## config.mk

```make
export PLATFORM = sky130hd
export DESIGN_NAME = pt_walker
export DESIGN_NICKNAME = d
export VERILOG_FILES = /design/src/rtl/pt_walker.sv
export SDC_FILE = /design/constraint.sdc
export NUM_CORES = 1
export LEC_CHECK = 0
export BUFFER_PORTS_ARGS = -buffer_cell sky130_fd_sc_hd__buf_2
export CORE_AREA = 2 2 124 150
export CTS_CLUSTER_DIAMETER = 150
export DETAILED_ROUTE_END_ITERATION = 8
export DIE_AREA = 0 0 126 152
export PLACE_DENSITY = 0.67
export REMOVE_ABC_BUFFERS = 1
export SLEW_MARGIN = 20
export SYNTH_ARGS = -nofsm -noshare
export SYNTH_HDL_FRONTEND = slang
export SYNTH_SLANG_ARGS = --single-unit
```

## constraint.sdc

```tcl
create_clock -name clk -period 2.6 [get_ports clk]
set_clock_uncertainty 0.05 [all_clocks]
set_input_delay 0.52 -clock clk [delete_from_list [all_inputs] [get_ports clk]]
set_output_delay 0.52 -clock clk [all_outputs]
set_load 0.05 [all_outputs]
```

## src/rtl/pt_walker.sv

```systemverilog
module pt_walker #(
  parameter int AW      = 32,
  parameter int PG_BITS = 12,
  parameter int P_BIT   = 0,
  parameter int RW_BIT  = 1,
  parameter int US_BIT  = 2,
  parameter int A_BIT   = 5,
  parameter int D_BIT   = 6
) (
  input  logic          clk,
  input  logic          rst_n,
  input  logic          base_wr,
  input  logic [AW-1:0] base_in,
  input  logic          req_valid,
  output logic          req_ready,
  input  logic [AW-1:0] req_lin,
  input  logic          req_write,
  input  logic          req_user,
  output logic          mem_req,
  output logic          mem_we,
  output logic [AW-1:0] mem_addr,
  output logic [AW-1:0] mem_wdata,
  input  logic [AW-1:0] mem_rdata,
  input  logic          mem_ack,
  output logic          resp_valid,
  output logic          resp_fault,
  output logic [AW-1:0] resp_paddr,
  output logic [AW-1:0] fault_addr
);
  localparam int FRAME_W = AW - PG_BITS;
  localparam int TBL_W   = PG_BITS - 2;
  localparam int DIR_W   = AW - PG_BITS - TBL_W;
  localparam logic [AW-1:0] PG_MASK = {{FRAME_W{1'b1}}, {PG_BITS{1'b0}}};
  localparam logic [AW-1:0] A_MASK  = AW'(1) << A_BIT;
  localparam logic [AW-1:0] D_MASK  = AW'(1) << D_BIT;

  typedef enum logic [2:0] {S_IDLE, S_RDD, S_WBD, S_RDT, S_WBT} st_t;

  st_t               st;
  logic [AW-1:0]     base_q, lin_q, ent_q;
  logic [FRAME_W-1:0] frame_q;
  logic              wr_q, usr_q, us_d, rw_d;

  wire rd = mem_rdata[P_BIT];
  wire [AW-1:0] dir_addr = (base_q & PG_MASK) | (AW'(lin_q[AW-1 -: DIR_W]) << 2);
  wire [AW-1:0] tbl_addr = {frame_q, {PG_BITS{1'b0}}} | (AW'(lin_q[PG_BITS +: TBL_W]) << 2);

  wire ok_d = rd && (!usr_q || (mem_rdata[US_BIT] && (!wr_q || mem_rdata[RW_BIT])));
  wire ok_t = rd && (!usr_q || (us_d && mem_rdata[US_BIT] &&
                                (!wr_q || (rw_d && mem_rdata[RW_BIT]))));
  wire [AW-1:0] pte_new = mem_rdata | A_MASK | (wr_q ? D_MASK : '0);

  assign req_ready = (st == S_IDLE);
  assign mem_req   = (st != S_IDLE);
  assign mem_we    = (st == S_WBD) || (st == S_WBT);
  assign mem_addr  = (st == S_RDD || st == S_WBD) ? dir_addr : tbl_addr;
  assign mem_wdata = (st == S_WBD) ? (ent_q | A_MASK) : (st == S_WBT) ? ent_q : '0;

  always_ff @(posedge clk) begin
    if (!rst_n) begin
      st         <= S_IDLE;
      base_q     <= '0;
      lin_q      <= '0;
      ent_q      <= '0;
      frame_q    <= '0;
      wr_q       <= 1'b0;
      usr_q      <= 1'b0;
      us_d       <= 1'b0;
      rw_d       <= 1'b0;
      resp_valid <= 1'b0;
      resp_fault <= 1'b0;
      resp_paddr <= '0;
      fault_addr <= '0;
    end else begin
      resp_valid <= 1'b0;
      if (base_wr) base_q <= base_in & PG_MASK;
      case (st)
        S_IDLE: if (req_valid) begin
          lin_q <= req_lin;
          wr_q  <= req_write;
          usr_q <= req_user;
          st    <= S_RDD;
        end
        S_RDD: if (mem_ack) begin
          ent_q   <= mem_rdata;
          frame_q <= mem_rdata[AW-1:PG_BITS];
          us_d    <= mem_rdata[US_BIT];
          rw_d    <= mem_rdata[RW_BIT];
          if (!ok_d) begin
            resp_valid <= 1'b1;
            resp_fault <= 1'b1;
            resp_paddr <= '0;
            fault_addr <= lin_q;
            st         <= S_IDLE;
          end else if (!mem_rdata[A_BIT]) st <= S_WBD;
          else st <= S_RDT;
        end
        S_WBD: if (mem_ack) st <= S_RDT;
        S_RDT: if (mem_ack) begin
          if (!ok_t) begin
            resp_valid <= 1'b1;
            resp_fault <= 1'b1;
            resp_paddr <= '0;
            fault_addr <= lin_q;
            st         <= S_IDLE;
          end else if (pte_new != mem_rdata) begin
            ent_q <= pte_new;
            st    <= S_WBT;
          end else begin
            resp_valid <= 1'b1;
            resp_fault <= 1'b0;
            resp_paddr <= {mem_rdata[AW-1:PG_BITS], lin_q[PG_BITS-1:0]};
            st         <= S_IDLE;
          end
        end
        S_WBT: if (mem_ack) begin
          resp_valid <= 1'b1;
          resp_fault <= 1'b0;
          resp_paddr <= {ent_q[AW-1:PG_BITS], lin_q[PG_BITS-1:0]};
          st         <= S_IDLE;
        end
        default: st <= S_IDLE;
      endcase
    end
  end
endmodule

```

==> results_dict.tcl <==
set metrics [dict create \
    hold_viol_final 0 \
    fin_area_um2 9828 \
    fill_cells 1745 \
    holdWs_ps 280.2 \
    async_flop_share_pct 0 \
    grt_start_max_net_pins 102 \
    gp_congestion 0.7870 \
    final_cell_mix "207 x nand2_1, 189 x buf_2, 174 x dfxtp_1, 82 x a21oi_1, 50 x mux2i_1" \
    synth_edf_count 0 \
    critPathMaxFanout 9 \
    switching_share_pct 30.14 \
    cts_num_sinks 177 \
    start_kind "flop" \
    worst_pin_slew_ps 995.0 \
    leakage_nw 4.388 \
    dpl.cell_count 1313 \
    dr.pass1.iters 5 \
    ant_nets 0 \
    drt_wl_total_um 22060 \
    ys.flop_type "dfxtp_1" \
    min_period_ps 2530 \
    numCtsBuffers 17 \
    holdBufCountCts 0 \
    ys_seq_elements 177 \
    post-route-drc-count 0 \
    combPwrFrac_pct 18.8 \
    met1_usage_pct 28.16 \
    grt_pass1_vias 6824 \
    stdcell_count 1346 \
    ios 236 \
    pwr-share-clk_pct 35.8 \
    die_h_um 152 \
    p_per_area_nw_per_um2 659.6 \
    drt_iter0_drc 465 \
    htree_num_levels 4 \
    switchingPower_mw 1.954 \
    multi_input_area_um2 3929 \
    placed_area_um2 9180 \
    sequentialPowerShare_pct 45.4 \
    grt.overflow.total 0 \
    die_area_um2 19150 \
    vias_per_cell 5.397 \
    cts_setup_buffers 0 \
    setup_ws_ps 70.06 \
    min_path_type "in -> reg" \
    finalMaxSlewViolations 0 \
    clk_pin_slew_worst_paths_ps 70 \
    synth_warnings 0 \
    setup_viol 0 \
    antenna_found_initial 3 \
    critPathKind "reg -> out" \
    coreArea_um2 17840 \
    fp.dieW_um 126 \
    syn_inst 927 \
    grtUsageMet2_pct 37.86 \
    slew_headroom_pct 33.30 \
    start_util_pct 44.06 \
    num-nets-final 1212 \
    final_common_cell "nand2_1" \
    fin_crit_sh_pct 97.31 \
    p_int_mw 4.529 \
    crit_path_end_kind "output port" \
    port_buffers 221 \
    synth_area_um2 7859 \
    area_growth_pct 25.06 \
    dpl.hpwl_um 14350 \
    grt_use_met3_pct 5.176 \
    syn_area_per_cell_um2 8.478 \
    grt_pass1_wl_um 35120 \
    max_freq_mhz 395.3 \
    cts_tree "built" \
    required_ps 2030 \
    routedWlPerCell_um 16.39 \
    gr-usage-all-layers_pct 22.41 \
    vias 7265 \
    max_cap_viol_count 0 \
    regArea_um2 3550 \
    worstPathArrival_ps 1960 \
    clock_latency_ps 420 \
    cts_buffer_depth 2 \
    layout-drive-gt1-share_pct 29.53 \
    busiest_layer "met2" \
    seq_area_frac_synth_pct 45.09 \
    dp_slack_ps 142.2 \
    cts_root_buffer "clkbuf_16" \
    ir_worst_vdd_mv 0.3957 \
    status "completed" \
    num_rows 54 \
    synth.distinct_cells 48 \
]
==> power groups by stage <==
stage	Sequential (mW)	Combinational, mW	Clock [mW]
floorplan	3.06	0.698	0
global placement	3.00	1.20	0
CTS	2.95	1.22	2.38
detailed placement	3.01	1.21	0
global route	2.97	1.31	2.49
finish	2.95	1.22	2.32
==> timing repair <==
item | in CTS | in global routing
pin swaps | 0 | 1
cloned | 0 | 1
endpoints found under the setup margin | 49 | 57
endpoints found under the hold margin | 0 | 0
resized for setup | 6 | 49
==> synth_stat cells (20+ instances only) <==
library cell | n | area (µm²)
nand2_1 | 207 | 777.0
dfxtp_1 | 177 | 3543
a21oi_1 | 84 | 420.4
clkbuf_1 | 55 | 206.5
mux2i_1 | 50 | 500.5
nand3_1 | 45 | 225.2
and2_1 | 33 | 206.5
mux2_2 | 30 | 337.8
nor2_1 | 27 | 101.4
o21ai_1 | 27 | 135.1
buf_2 | 24 | 120.1
or3_1 | 21 | 131.4
a22oi_1 | 20 | 150.1
o221ai_1 | 20 | 175.2
==> path summary, 6_finish.rpt <==
kind,cells after the start,to,startpoint,slack (ps)
setup reg to reg,6,resp_valid,st[1],340
hold / removal,3,lin_q[30],req_lin[30],280
setup / recovery,6,mem_wdata[27],st[2],70
hold reg to reg,2,fault_addr[21],fault_addr[21],390
==> cell families after synthesis <==
kind of cell,count (synthesis),share of synthesized area [%]
AO/OA/AOI/OAI,181,14.63
XOR/XNOR,1,0.1115
buffers and inverters,93,5.779
flip-flops,177,45.09
multiplexers,80,10.67
other,1,0.04772
AND/OR/NAND/NOR,394,23.68
==> area by class of cell <==
| class | instances | area share (%) |
|---|---|---|
| Tap cell | 224 | 2.852 |
| Inverter | 5 | 0.1910 |
| Timing Repair Buffer | 250 | 15.49 |
| Sequential cell | 177 | 36.12 |
| Clock inverter | 9 | 0.6238 |
| Antenna cell | 1 | 0.02546 |
| Clock buffer | 22 | 4.723 |
| Multi-Input combinational cell | 658 | 39.97 |
==> metal layers <==
layer  wire [µm]  vias to the layer above
met4         499                        0
met1        9574                     3417
li1            -                     3586
met5           0                        -
met3        1277                       32
met2       10700                      230
==> state kept, by name (all words and copies together) (netlist names) <==
name        count
base_q         20
frame_q        20
us_d            1
fault_addr     32
usr_q           1
lin_q          32
resp_valid      1
ent_q          32
resp_fault      1
resp_paddr     32
rw_d            1
wr_q            1
st              3
==> metrics by stage <==
| stage | total power, mW | TNS (ps) | utilization, % |
|---|---|---|---|
| 2_1_floorplan | 3.756 | -104490 | - |
| 3_3_place_gp | 4.196 | 0 | 51.47 |
| 3_5_place_dp | 4.218 | 0 | 51.47 |
| 4_1_cts | 6.542 | 0 | 54.50 |
| 6_report | 6.483 | 0 | 55.10 |
| 5_1_grt | 6.764 | -89.18 | 55.10 |
==> critical path, cell delays in order, from the launching register on <==
cell	delay, ps
dfxtp_2	340
buf_4	170
nand2b_1	200
a21oi_4	250
buf_6	190
and2_1	150
clkbuf_4	230
(Power assumes the default switching activity.)
